===== src/rtl/opres_pkg.sv =====
package opres_pkg;

  typedef enum logic [2:0] {
    AM_IMM  = 3'd0,
    AM_DIR  = 3'd1,
    AM_IND  = 3'd2,
    AM_REG  = 3'd3,
    AM_RIND = 3'd4,
    AM_DISP = 3'd5,
    AM_STK  = 3'd6,
    AM_BAD  = 3'd7
  } amode_e;

  typedef enum logic [1:0] {
    SQ_IDLE,
    SQ_DECODE,
    SQ_PTR,
    SQ_WAIT
  } seq_e;

  // strobes from sequencer to datapath
  typedef struct packed {
    logic capIn;    // sample request inputs
    logic issue;    // drive a memory read this cycle
    logic ptrStep;  // read address comes from returned pointer word
    logic finImm;   // finish with immediate operand
    logic finReg;   // finish with register operand
    logic finErr;   // finish with illegal-mode error
    logic finMem;   // finish with memory data
  } ctl_t;

endpackage


===== src/rtl/opres_ctrl.sv =====
module opres_ctrl
  import opres_pkg::*;
(
  input  logic   clk,
  input  logic   rstN,
  input  logic   start,
  input  amode_e curMode,
  output ctl_t   ctl,
  output logic   busy
);

  seq_e state, nextState;

  always_ff @(posedge clk) begin
    if (!rstN) state <= SQ_IDLE;
    else       state <= nextState;
  end

  always_comb begin
    ctl       = '0;
    nextState = state;
    unique case (state)
      SQ_IDLE: begin
        if (start) begin
          ctl.capIn = 1'b1;
          nextState = SQ_DECODE;
        end
      end
      SQ_DECODE: begin
        unique case (curMode)
          AM_IMM: begin ctl.finImm = 1'b1; nextState = SQ_IDLE; end
          AM_REG: begin ctl.finReg = 1'b1; nextState = SQ_IDLE; end
          AM_BAD: begin ctl.finErr = 1'b1; nextState = SQ_IDLE; end
          AM_IND: begin ctl.issue  = 1'b1; nextState = SQ_PTR;  end
          default: begin ctl.issue = 1'b1; nextState = SQ_WAIT; end
        endcase
      end
      SQ_PTR: begin
        ctl.issue   = 1'b1;
        ctl.ptrStep = 1'b1;
        nextState   = SQ_WAIT;
      end
      SQ_WAIT: begin
        ctl.finMem = 1'b1;
        nextState  = SQ_IDLE;
      end
      default: nextState = SQ_IDLE;
    endcase
  end

  assign busy = (state != SQ_IDLE);

endmodule


===== src/rtl/opres_dp.sv =====
module opres_dp
  import opres_pkg::*;
#(
  parameter int DW  = 16,
  parameter int AW  = 8,
  parameter int RSW = 3
) (
  input  logic           clk,
  input  logic           rstN,
  input  ctl_t           ctl,
  input  logic [2:0]     mode,
  input  logic [AW-1:0]  addrField,
  input  logic [RSW-1:0] regSel,
  input  logic [AW-1:0]  stackPtr,
  output amode_e         curMode,
  output logic           memRdEn,
  output logic [AW-1:0]  memRdAddr,
  input  logic [DW-1:0]  memRdData,
  output logic [RSW-1:0] regRdSel,
  input  logic [DW-1:0]  regRdData,
  output logic [AW-1:0]  effAddr,
  output logic [DW-1:0]  operand,
  output logic           done,
  output logic           modeErr
);

  amode_e         modeQ;
  logic [AW-1:0]  fieldQ;
  logic [RSW-1:0] selQ;
  logic [AW-1:0]  spQ;
  logic [AW-1:0]  eaHold;
  logic [AW-1:0]  eaCalc;
  logic [DW-1:0]  immExt;
  logic [AW-1:0]  regLow;

  // request capture
  always_ff @(posedge clk) begin
    if (!rstN) begin
      modeQ  <= AM_IMM;
      fieldQ <= '0;
      selQ   <= '0;
      spQ    <= '0;
    end else if (ctl.capIn) begin
      modeQ  <= amode_e'(mode);
      fieldQ <= addrField;
      selQ   <= regSel;
      spQ    <= stackPtr;
    end
  end

  assign curMode  = modeQ;
  assign regRdSel = selQ;
  assign regLow   = regRdData[AW-1:0];

  // immediate widening
  generate
    if (DW > AW) begin : g_ext
      assign immExt = {{(DW-AW){fieldQ[AW-1]}}, fieldQ};
    end else begin : g_same
      assign immExt = fieldQ[DW-1:0];
    end
  endgenerate

  // effective address of the first read
  always_comb begin
    unique case (modeQ)
      AM_DIR,
      AM_IND:  eaCalc = fieldQ;
      AM_RIND: eaCalc = regLow;
      AM_DISP: eaCalc = regLow + fieldQ;  // sign extension to AW is identity; carry dropped
      AM_STK:  eaCalc = spQ;
      default: eaCalc = '0;
    endcase
  end

  assign memRdEn   = ctl.issue;
  assign memRdAddr = ctl.ptrStep ? memRdData[AW-1:0] : eaCalc;

  always_ff @(posedge clk) begin
    if (!rstN)          eaHold <= '0;
    else if (ctl.issue) eaHold <= memRdAddr;
  end

  // result registers
  always_ff @(posedge clk) begin
    if (!rstN) begin
      done    <= 1'b0;
      modeErr <= 1'b0;
      effAddr <= '0;
      operand <= '0;
    end else begin
      done    <= ctl.finImm | ctl.finReg | ctl.finErr | ctl.finMem;
      modeErr <= ctl.finErr;
      if (ctl.finImm) begin
        operand <= immExt;
        effAddr <= '0;
      end else if (ctl.finReg) begin
        operand <= regRdData;
        effAddr <= '0;
      end else if (ctl.finErr) begin
        operand <= '0;
        effAddr <= '0;
      end else if (ctl.finMem) begin
        operand <= memRdData;
        effAddr <= eaHold;
      end
    end
  end

endmodule


===== src/rtl/opnd_resolver.sv =====
module opnd_resolver
  import opres_pkg::*;
#(
  parameter  int DW   = 16,
  parameter  int AW   = 8,
  parameter  int NREG = 8,
  localparam int RSW  = (NREG > 1) ? $clog2(NREG) : 1
) (
  input  logic           clk,
  input  logic           rstN,
  input  logic           start,
  input  logic [2:0]     mode,
  input  logic [AW-1:0]  addrField,
  input  logic [RSW-1:0] regSel,
  input  logic [AW-1:0]  stackPtr,
  output logic           memRdEn,
  output logic [AW-1:0]  memRdAddr,
  input  logic [DW-1:0]  memRdData,
  output logic [RSW-1:0] regRdSel,
  input  logic [DW-1:0]  regRdData,
  output logic           busy,
  output logic           done,
  output logic [AW-1:0]  effAddr,
  output logic [DW-1:0]  operand,
  output logic           modeErr
);

  ctl_t   ctl;
  amode_e curMode;

  opres_ctrl u_ctrl (
    .clk     (clk),
    .rstN    (rstN),
    .start   (start),
    .curMode (curMode),
    .ctl     (ctl),
    .busy    (busy)
  );

  opres_dp #(.DW(DW), .AW(AW), .RSW(RSW)) u_dp (
    .clk       (clk),
    .rstN      (rstN),
    .ctl       (ctl),
    .mode      (mode),
    .addrField (addrField),
    .regSel    (regSel),
    .stackPtr  (stackPtr),
    .curMode   (curMode),
    .memRdEn   (memRdEn),
    .memRdAddr (memRdAddr),
    .memRdData (memRdData),
    .regRdSel  (regRdSel),
    .regRdData (regRdData),
    .effAddr   (effAddr),
    .operand   (operand),
    .done      (done),
    .modeErr   (modeErr)
  );

endmodule


===== config.mk =====
export PLATFORM = sky130hd
export DESIGN_NAME = opnd_resolver
export DESIGN_NICKNAME = d
export VERILOG_FILES = /design/src/rtl/opres_pkg.sv /design/src/rtl/opres_ctrl.sv /design/src/rtl/opres_dp.sv /design/src/rtl/opnd_resolver.sv
export SDC_FILE = /design/constraint.sdc
export NUM_CORES = 1
export LEC_CHECK = 0
export ABC_AREA = 1
export ABC_CLOCK_PERIOD_IN_PS = 4460
export CORE_MARGIN = 3
export CORE_UTILIZATION = 50
export CTS_CLUSTER_DIAMETER = 150
export CTS_CLUSTER_SIZE = 28
export DETAILED_ROUTE_END_ITERATION = 8
export GPL_TIMING_DRIVEN = 0
export PLACE_DENSITY = 0.9
export REMOVE_ABC_BUFFERS = 1
export SLEW_MARGIN = 20
export SYNTH_ARGS = -nofsm -noshare
export SYNTH_HDL_FRONTEND = slang
export SYNTH_HIERARCHICAL = 1
export SYNTH_SLANG_ARGS = --single-unit

===== constraint.sdc =====
create_clock -name clk -period 4.46 [get_ports clk]
set_input_delay 0.892 -clock clk [delete_from_list [all_inputs] [get_ports clk]]
set_output_delay 0.892 -clock clk [all_outputs]
set_load 0.01 [all_outputs]

== Yosys cells after proc, flatten, opt, wreduce, memory -nomap -nowiden ==
Index checks and enable logic that the tools add are counted.

* Add/sub/neg operators: 1
* Equality and inequality tests: 11
* Muxes and demuxes: 19
* Bitwise operators: 4
* Reductions and logical operators: 7

{| class="wikitable"
|+ Operator list
! operator !! number
|-
| 16-bit two-way mux || 4
|-
| 8-bit case mux with 4 select lines || 1
|-
| 3-bit == test, second input constant || 4
|-
| 8-bit adder || 1
|-
| 1-bit two-way mux || 8
|-
| 8-bit two-way mux || 1
|-
| 2-bit case mux with 4 select lines || 1
|-
| 3-bit by 2-bit == test with 1-bit output, second input constant || 2
|-
| 2-bit == test, second input constant || 2
|-
| 2-bit case mux with 2 select lines || 1
|-
| 4-bit nonzero test || 1
|-
| 4-bit OR reduction || 1
|-
| 3-bit by 1-bit == test with 1-bit output, second input constant || 1
|-
| 3-bit logical NOT || 1
|-
| 3-bit two-way mux || 1
|-
| 1-bit OR || 3
|-
| 3-bit OR reduction || 1
|-
| 2-bit by 1-bit == test with 1-bit output, second input constant || 1
|-
| 2-bit logical NOT || 1
|-
| 2-bit two-way mux || 1
|-
| 2-bit inequality test, second input constant || 1
|-
| 1-bit case mux with 2 select lines || 1
|-
| 2-bit nonzero test || 1
|-
| 2-bit OR reduction || 1
|-
| 1-bit NOT || 1
|}

* Flip-flop bits (word level): 58
* Input bits: 57
* Output and inout bits: 39
* Word-level logic and storage cells: 52

== Logic depth before layout (Yosys ltp) ==
Gate-level depths: netlist of the first run.

* Depth after elaboration: 6
* Mapped depth: 13
* Gate-level depth less buffers: 13

== Modules after synthesis ==
The synthesis of the first run kept the hierarchy.

{| class="wikitable"
|+ Modules (own cells, without submodules)
! module !! instances !! cells an instance !! area an instance (sq um) !! sequential area each (sq um)
|-
| opres_dp || 1 || 398 || 2,777.7 || 1,121.1
|-
| opres_ctrl || 1 || 37 || 240.2 || 40.0
|}

== Worst setup path before layout of the first run ==
OpenSTA, ideal clock, no wires.

* Kind: input-to-output
* From: input port regRdData[0]
* To: output port memRdAddr[4]
* Arrival: 2,158 ps
* Required time: 3,568 ps
* Setup slack: 1,410 ps
* Cell stages on the path: 9
* Cell sequence: ha_1 -> fa_1 -> nand2_1 -> a21oi_1 -> or2_2 -> nand3_1 -> nand2_1 -> nand2_1 -> nand2_1

* Word-level cells in the longest chain between the ends: 3

{| class="wikitable"
|+ RTL lines
! item !! RTL line !! text
|-
| start, declared || opnd_resolver.sv:20 || <nowiki>input logic [DW-1:0] regRdData,</nowiki>
|-
| 8-bit adder || opres_dp.sv:70 || <nowiki>AM_DISP: eaCalc = regLow + fieldQ;</nowiki>
|-
| 8-bit case mux with 4 select lines || opres_dp.sv:66 || <nowiki>unique case (modeQ)</nowiki>
|-
| 8-bit two-way mux || opres_dp.sv:77 || <nowiki>assign memRdAddr = ctl.ptrStep ? memRdData[AW-1:0] : eaCalc;</nowiki>
|-
| end, declared || opnd_resolver.sv:17 || <nowiki>output logic [AW-1:0] memRdAddr,</nowiki>
|}

Every way passes these cells.

== Worst setup path in the final report of the first run ==
Same ends and word-level chain as after synthesis.

==> results of run 1 <==
[stage by stage]
| stage | hold WS [ps] | setup slack [ps] | instances | power (mW) | instance area, um2 |
|---|---|---|---|---|---|
| 5_1_grt | 484 | 182 | 602 | 2.07 | 4200 |
| 3_5_place_dp | 450 | 352 | 586 | 1.40 | 3980 |
| 2_1_floorplan | 433 | 1410 | 418 | 1.08 | 2930 |
| 3_3_place_gp | 448 | 344 | 585 | 1.38 | 3970 |
| 4_1_cts | 460 | 328 | 602 | 1.95 | 4200 |
| 6_report | 461 | 327 | 602 | 1.95 | 4200 |
[layout by cell type (no fill, tap or decap), types with 2 or more instances in the layout]
cell	n
clkdlybuf4s50_1	94
nand2_1	84
dfxtp_1	58
nor2_1	54
inv_1	48
a21oi_1	44
o21ai_0	40
nand3_1	20
a22oi_1	16
o21ai_1	13
ha_1	12
clkbuf_8	10
o22ai_1	5
inv_2	4
nor2_4	3
clkinv_2	2
bufinv_16	2
nor3_1	2
a21boi_1	2
xor2_1	2
nand3b_1	2
[state kept, by name, indices dropped and copies added, names as in the netlist, named ones only]
name	cells
u_dp/curMode	3
u_dp/effAddr	8
u_ctrl/state	1
u_dp/spQ	8
u_dp/operand	16
u_dp/modeErr	1
u_dp/done	1
u_dp/fieldQ	8
u_dp/regRdSel	3
u_dp/eaHold	8
[power breakdown]
group	total, mW	internal (mW)	switching (mW)	leakage, nW
Sequential	0.683	0.618	0.0649	0.476
Clock	0.545	0.328	0.217	0.109
Combinational	0.720	0.319	0.401	1.26
Total	1.95	1.26	0.683	1.85
[layer usage]
layer / vias up / wire length, um / global-route usage, %
li1: 1605 / - / -
met1: 1495 / 3470 / 29.5
met2: 144 / 4210 / 44.8
met3: 19 / 723 / 6.12
met4: 0 / 207 / 9.21
met5: - / 0 / 0
[worst max-delay path: cells and delay by family]
kind	cells	cell delay, ps
adder cells (fa/ha/maj)	2	660
AO/OA/AOI/OAI	1	80
AND/OR/NAND/NOR	6	650
buffers and inverters	2	950
[cell families after synthesis]
| logic type | count (synthesis) |
|---|---|
| XOR/XNOR | 2 |
| adder cells (fa/ha/maj) | 13 |
| flip-flops | 58 |
| AO/OA/AOI/OAI | 122 |
| AND/OR/NAND/NOR | 170 |
| buffers and inverters | 70 |
[cell type report]
| class | instances | area share (%) |
|---|---|---|
| clock inverter | 5 | 1.85 |
| inverter | 53 | 4.74 |
| multi-input combinational | 307 | 37.5 |
| timing repair buffer | 96 | 22.7 |
| clock buffer | 11 | 3.37 |
| tap | 72 | 2.15 |
| sequential | 58 | 27.7 |
[worst min path at each step]
stage,cells past startpoint,end,slack (ps),from
final,2,u_dp/spQ[3],460,u_dp/spQ[3]
after global routing,2,u_dp/effAddr[7],480,u_dp/eaHold[7]
after CTS,2,u_dp/spQ[7],460,u_dp/spQ[7]
after detailed placement,2,u_dp/spQ[7],450,u_dp/spQ[7]
after global placement,2,u_dp/effAddr[6],450,u_dp/eaHold[6]
after floorplan,2,u_dp/spQ[3],430,u_dp/spQ[3]
==> summary.txt, run 1 <==
status = finished clean
Ys Warns = 6
Ant. Diodes = 0
post_cts resized = 0
top-count cell post-synth = nand2_1
largest family of logic cells by synthesized area = simple AND/OR/NAND/NOR gates
Synth top area share = 38.5%
Top FF cell, synth = dfxtp_1
DIE AREA = 0.00700 mm2
Area contributors post-synth = dfxtp_1 (38%), nand2_1 (10%), a21oi_1 (7.3%)
total gr overflow = 0
TritonCTS clock tree = built
Netlist Area Pre-Place = 0.00302 mm2
number of enable flip-flop cells after synthesis = 0
Multi-input gate area = 0.00157 mm2
largest area contributor in the netlist = dfxtp_1
synthesized area per cell = 6.94 um2
Area Growth Syn to Fin = 39.1%
critical path class = in2out
Mapped Cells = 435
final number of hold-violating endpoints = 0
Synth Area in Adders = 5.64%
worst relative slew slack = 42.6%
slack of the worst reg-to-reg path = 1690 ps
Final period util = 92.7%
# fillers = 465
Die Span Y = 83.7 um
GRT Total Usage = 25.3%
average routed wire per standard cell = 14.3 um
simple-gate portion of the synthesized area = 23.7%
Worst Reg-to-Reg Cells = 9
Leak Pwr = 1.85 nW
fin. max-slew vios = 0
Fmax = 0.242 GHz
Data arrival, critical path = 3240 ps
Setup-failing EPs final = 0
most used cell, CP = nand2_1
global-route wire length before repair = 14.6 mm
pin count of the biggest net entering global routing = 44
clock sink count = 58
Compound-Gate Fraction of Synth Area = 22.1%
Final Skew = 8.13 ps
Rows = 27
number of top-level pins = 96
VDD IR-drop max = 282 uV
Hold WC Path Type = reg2reg
Yosys reg bits = 58
starting density of the core = 53.2%
clock buffer depth = 2
post-CTS setup buffers = 0
RSZ-0062 raised after global routing = false
vias per cell = 5.42
worst slew pin tran = 858 ps
post-DP HPWL = 6.17 mm
CTS Root Cell = clkbuf_8
share of layout cells above drive strength 1 = 5.28%
CP peak stage delay = 490 ps
Clk pin slew, worst setup/hold paths = 70 ps
Starting DRT DRC Count = 207
RD Place Congestion = 0.899
CP max FO = 3
number of global-route vias before repair = 3,240
minimum clock period = 4130 ps
Cell variety after synth = 31
top post-synthesis cells by count = nand2_1 (84), dfxtp_1 (58), nor2_1 (55), inv_1 (48), a21oi_1 (44)
slowest cell on the critical path = clkdlybuf4s50_1
Clk Latency, worst-skew pair = 340 ps
DRC = 0
total negative slack = 0 ps
worst endpoint required time = 3570 ps
crit-path cells = clkdlybuf4s50_1 > ha_1 > fa_1 > nand2_1 > a21oi_1 > or2_2 > nand3_1 > nand2_1 > nand2_1 > nand2_1 > clkdlybuf4s50_1
post-route ant nets = 0
initial antenna violation count = 0
post-synthesis sequential area ratio = 38.5%
final WL = 8.61 mm
port buffer count = 95
multiplexer share of the synthesized area = 0%
final core utilization = 73.9%
chip width = 83.7 um
FF-to-FF End = u_dp/operand[9]
Worst Setup EP = memRdAddr[4]
core area = 0.00568 mm2
total number of vias = 3,263
TritonRoute pass-1 iters = 4
xor and xnor area share after synthesis = 0.580%
Final nets = 595
Max H-tree Level = 3
PD cells = 464 mW/mm2
Num CTS Buffers = 9
crit path from = regRdData[0]
Post-CTS Hold Fix Bufs = 0
max_cap viols = 0
Critical Path Source Type = input port
CP endpoint kind = primary output
asr flop ratio synth = 0%
Reg area = 0.00116 mm2
Power figures use the tool's default switching activity.
==> run 2: changes to the inputs <==
- CORE_UTILIZATION: 50 -> 41
- MAX_ROUTING_LAYER: unset -> met4
- PLACE_DENSITY: 0.9 -> 0.77
==> run 2 against run 1 <==
Worst hold slack better by 1.7 ps. Sequential power hardly changed. Critical path depth unchanged. Register-to-register slack about the same. Via count is 3.0% lower.
==> summary.txt, run 2 (synthesis gave the netlist of run 1 again) <==
status = finished clean
Multi-input gate area = 0.00157 mm2 (unchanged)
Min Hold Slack = 463 ps (+1.75 ps)
chip width = 91.8 um (+9.7%)
Leak Pwr = 1.86 nW (+0.39%)
final WL = 8.48 mm (-1.5%)
TritonCTS clock tree = built
DP Worst Slack = 371 ps (+19.0 ps)
Ant. Diodes = 0 (unchanged)
Clk Latency, worst-skew pair = 350 ps (about the same)
post-DP HPWL = 6.24 mm (+1.1%)
slowest cell on the critical path = clkdlybuf4s50_1
final core utilization = 60.7% (-13 points)
Clk pin slew, worst setup/hold paths = 70 ps (about the same)
starting density of the core = 43.2% (-9.9 points)
Final nets = 595 (unchanged)
most used cell, CP = nand2_1
vias per cell = 5.05 (-6.8%)
Num CTS Buffers = 9 (unchanged)
crit path from = regRdData[0]
non-filler cells, final = 626 (+4.0%)
initial antenna violation count = 0 (unchanged)
Critical Path Source Type = input port
CP max FO = 3 (unchanged)
total negative slack = 0 ps (unchanged)
most frequent cells in the layout = clkdlybuf4s50_1 (94), nand2_1 (84), dfxtp_1 (58)
fin. max-slew vios = 0 (unchanged)
CP peak stage delay = 480 ps (about the same)
pin count of the biggest net entering global routing = 44 (unchanged)
DIE AREA = 0.00843 mm2 (+20%)
Hold WC Path Type = reg2reg
most flop-heavy register = u_dp/operand
post-route cell area = 0.00424 mm2 (+0.95%)
total number of vias = 3,164 (-3.0%)
core area = 0.00698 mm2 (+23%)
PD cells = 461 mW/mm2 (-0.68%)
Max H-tree Level = 3 (unchanged)
Rows = 30 (+11%)
P_int = 1.28 mW (+1.3%)
RSZ-0062 raised after global routing = false
TritonRoute pass-1 iters = 5 (+1)
final worst setup slack = 351 ps (+24.5 ps)
final number of hold-violating endpoints = 0 (unchanged)
placement-stage cell area = 0.00401 mm2 (+0.69%)
average routed wire per standard cell = 13.5 um (-5.3%)
Post-CTS Hold Fix Bufs = 0 (unchanged)
# fillers = 675 (+45%)
Reg area = 0.00116 mm2 (unchanged)
GRT Total Usage = 21.2% (-4.1 points)
placed cells = 610 (+4.1%)
total power = 1.95 mW (+0.27%)
post-route ant nets = 0 (unchanged)
clock sink count = 58 (unchanged)
Comb power frac = 36.5% (-0.5 points)
VDD IR-drop max = 189 uV (-33%)
global-route wire length before repair = 14.0 mm (-4.3%)
post_cts resized = 0 (unchanged)
Net Sw Frac = 34.4% (-0.69 points)
CTS Root Cell = clkbuf_8
most common cell after layout, fill and taps aside = clkdlybuf4s50_1
max_cap viols = 0 (unchanged)
crit-path cells = clkdlybuf4s50_1 > ha_1 > fa_1 > nand2_1 > a21oi_1 > or2_2 > nand3_1 > nand2_1 > nand2_1 > nand2_1 > clkdlybuf4s50_1
post-CTS setup buffers = 0 (unchanged)
Starting DRT DRC Count = 170 (-18%)
Fmax = 0.243 GHz (+0.60%)
total gr overflow = 0 (unchanged)
number of top-level pins = 96 (unchanged)
number of global-route vias before repair = 3,052 (-5.8%)
worst relative slew slack = 42.6% (about the same)
Clk pwr share = 28.6% (+0.6 points)
clock buffer depth = 2 (unchanged)
port buffer count = 95 (unchanged)
worst slew pin tran = 858 ps (-0.235 ps)
critical path class = in2out
minimum clock period = 4110 ps (-24.5 ps)
Area Growth Syn to Fin = 40.4%
worst endpoint required time = 3570 ps (about the same)
Setup-failing EPs final = 0 (unchanged)
DRC = 0 (unchanged)
Psw = 0.671 mW (-1.7%)
Final period util = 92.1% (-0.55 points)
RD Place Congestion = 0.876 (-2.5%)
Largest register FFs = 16 (unchanged)
Hold Crit Start = u_dp/effAddr[5]
CP endpoint kind = primary output
Final Skew = 14.4 ps (+6.28 ps)
Die Span Y = 91.8 um (+9.7%)
power share of the sequential group = 34.9% (-0.2 points)
share of layout cells above drive strength 1 = 5.28% (unchanged)
Data arrival, critical path = 3220 ps (-20 ps)
[run 2: worst paths after layout]
check                           cells after the start  slack (ps)               to
worst max-delay path                               11         350     memRdAddr[4]
worst min-delay path                                2         460  u_dp/effAddr[5]
worst max register to register                      9        1690  u_dp/operand[9]
worst min register to register                      2         460  u_dp/effAddr[5]
[run 2: worst max-delay path, delay by kind of cell]
kind	cells	cell delay, ps
AOI/OAI and AO/OA	1	80
adders and majority gates	2	660
buffers and inverters	2	930
and+or+nand+nor	6	660
[run 2: cell type report]
type / instances / area share, %
Clock inverter: 4 / 1.74
Sequential cell: 58 / 27.4
Clock buffer: 12 / 3.66
Multi-Input combinational cell: 307 / 37.2
Inverter: 53 / 4.70
Timing Repair Buffer: 96 / 22.5
Tap cell: 96 / 2.84
[run 2: power by group through the flow]
stage          clock [mW]  combinational (mW)  sequential [mW]
2_1_floorplan           0               0.377            0.701
3_3_place_gp            0               0.690            0.688
3_5_place_dp            0               0.707            0.691
4_1_cts             0.565               0.713            0.682
5_1_grt             0.592               0.797            0.693
6_report            0.558               0.712            0.682
[run 2: layer usage]
layer  vias to the layer above  wire length (um)  global-route usage (%)
li1                       1604                 -                       -
met1                      1444              3650                    24.8
met2                        98              4110                    34.3
met3                        18               505                    6.48
met4                         0               212                    8.17
met5                         -                 0                       -
==> run 3: changes to the inputs <==
- CORE_UTILIZATION: 41 -> 50
- PLACE_DENSITY: 0.77 -> 0.9
==> run 3 against run 2 <==
Power fell by 2.3%. Worst hold slack got worse by 1.1 ps. Clock skew fell by 7.6 ps. Global-route usage rose by 4.8 points. First-iteration DRC count rose by 20%. Setup slack got worse by 61 ps. Clock power fell by 11%. Final cell count fell by 4.0%. Register-to-register slack got worse by 30 ps. Highest routed layer unchanged.
==> summary.txt, run 3 (synthesis gave the netlist of run 1 again) <==
status = finished clean
Fmax = 0.240 GHz (-1.5%)
Starting DRT DRC Count = 204 (+20%)
VDD IR-drop max = 261 uV (+39%)
Setup-failing EPs final = 0 (unchanged)
Worst Setup EP = memRdAddr[4]
clock sink count = 58 (unchanged)
fin. max-slew vios = 0 (unchanged)
DIE AREA = 0.00700 mm2 (-17%)
global-route wire length before repair = 14.6 mm (+4.2%)
clock buffer depth = 2 (unchanged)
worst slew pin tran = 880 ps (+22.4 ps)
crit path from = regRdData[0]
critical path class = in2out
Rows = 27 (-10%)
max_cap viols = 0 (unchanged)
CP endpoint kind = primary output
CTS Root Cell = clkbuf_8
Worst Reg-to-Reg Cells = 9 (unchanged)
Final period util = 93.5% (+1.4 points)
Clk pin slew, worst setup/hold paths = 60 ps (about the same)
TritonCTS clock tree = built
CP max FO = 3 (unchanged)
share of layout cells above drive strength 1 = 5.10% (-0.18 points)
final number of hold-violating endpoints = 0 (unchanged)
GRT Total Usage = 26.1% (+4.8 points)
hold path cells = 2 (unchanged)
RSZ-0062 raised after global routing = false
average routed wire per standard cell = 14.5 um (+6.9%)
Area Growth Syn to Fin = 38.6%
FF-to-FF End = u_dp/operand[13]
post-route ant nets = 0 (unchanged)
total negative slack = 0 ps (unchanged)
worst endpoint required time = 3570 ps (about the same)
# fillers = 472 (-30%)
Leak Pwr = 1.85 nW (-0.60%)
Die Span Y = 83.7 um (-8.8%)
port buffer count = 95 (unchanged)
minimum clock period = 4170 ps (+61.4 ps)
Final Skew = 6.84 ps (-7.57 ps)
post-CTS setup buffers = 0 (unchanged)
DRC = 0 (unchanged)
most frequent cells in the layout = clkdlybuf4s50_1 (94), nand2_1 (84), dfxtp_1 (58)
initial antenna violation count = 0 (unchanged)
Post-CTS Hold Fix Bufs = 0 (unchanged)
Num CTS Buffers = 9 (unchanged)
chip width = 83.7 um (-8.8%)
Max H-tree Level = 3 (unchanged)
Largest register FFs = 16 (unchanged)
final WL = 8.70 mm (+2.6%)
TritonRoute pass-1 iters = 5 (unchanged)
most used cell, CP = nand2_1
total number of vias = 3,247 (+2.6%)
Multi-input gate area = 0.00157 mm2 (unchanged)
Data arrival, critical path = 3280 ps (+60 ps)
number of global-route vias before repair = 3,171 (+3.9%)
total gr overflow = 0 (unchanged)
core area = 0.00568 mm2 (-19%)
crit-path cells = clkdlybuf4s50_1 > ha_1 > fa_1 > nand2_1 > a21oi_1 > or2_2 > nand3_1 > nand2_1 > nand2_1 > nand2_1 > clkdlybuf4s50_1
PD cells = 456 mW/mm2 (-1.0%)
number of top-level pins = 96 (unchanged)
total power = 1.91 mW (-2.3%)
post-DP HPWL = 6.22 mm (-0.19%)
pin count of the biggest net entering global routing = 44 (unchanged)
Hold WC Path Type = reg2reg
Clk Latency, worst-skew pair = 330 ps (-20 ps)
Final nets = 595 (unchanged)
Critical Path Source Type = input port
Ant. Diodes = 0 (unchanged)
Reg area = 0.00116 mm2 (unchanged)
most common cell after layout, fill and taps aside = clkdlybuf4s50_1
slack of the worst reg-to-reg path = 1660 ps (-30 ps)
RD Place Congestion = 0.905 (+3.3%)
worst relative slew slack = 41.1% (-1.5 points)
vias per cell = 5.40 (+6.9%)
CP peak stage delay = 470 ps (about the same)
starting density of the core = 53.2% (+9.9 points)
most flop-heavy register = u_dp/operand
post_cts resized = 0 (unchanged)
slowest cell on the critical path = clkdlybuf4s50_1
[run 3: cell types whose count changed in the layout (fill, tap and decap cells not counted)]
cell,before,now
clkbuf_8,11,12
clkinv_4,1,0
bufinv_16,2,1
[run 3: layer usage]
layer  up-vias  GRT usage [%]  part of all wire (%)
li1       1609              -                     -
met1      1498           30.8                    42
met3        14           7.70                   6.8
met5         -              -                     0
met2       126           43.0                    49
met4         0           7.89                   1.5
[run 3: final cells by class]
cell class | count | area share (%)
repair buffers | 96 | 22.8
clock inverters | 2 | 0.838
inverters | 53 | 4.76
multi-input cells | 307 | 37.6
flip-flops and latches | 58 | 27.8
clock buffers | 13 | 4.04
well taps | 72 | 2.15
[run 3: how the worst min path moves through the flow]
| stage | endpoint | start | slack, ps |
|---|---|---|---|
| 2_1_floorplan | u_dp/spQ[3] | u_dp/spQ[3] | 430 |
| 3_3_place_gp | u_dp/effAddr[6] | u_dp/effAddr[6] | 450 |
| 3_5_place_dp | u_dp/effAddr[6] | u_dp/effAddr[6] | 450 |
| 4_1_cts | u_dp/effAddr[6] | u_dp/effAddr[6] | 460 |
| 5_1_grt | u_dp/effAddr[0] | u_dp/effAddr[0] | 490 |
| 6_report | u_dp/spQ[5] | u_dp/spQ[5] | 460 |
[run 3: critical path, delay by kind of cell]
kind            cells  cell delay (ps)
compound gates      1               90
simple gates        6              680
fa+ha+maj           2              680
buf+inv             2              930
[run 3: power by group]
part | internal [mW] | total [mW] | switching [mW]
clock network | 0.300 | 0.499 | 0.199
logic | 0.319 | 0.723 | 0.404
registers | 0.618 | 0.686 | 0.0683
total | 1.24 | 1.91 | 0.671
[run 3: per-stage QoR]
step	utilization, %	instances	hold WS (ps)	setup WS, ps	area (um2)
finish	73.7	601	462	290	4180
global placement	70.0	585	449	346	3970
detailed placement	70.0	586	452	341	3980
floorplan	-	418	433	1410	2930
CTS	73.6	601	461	308	4180
global route	73.7	601	492	148	4180
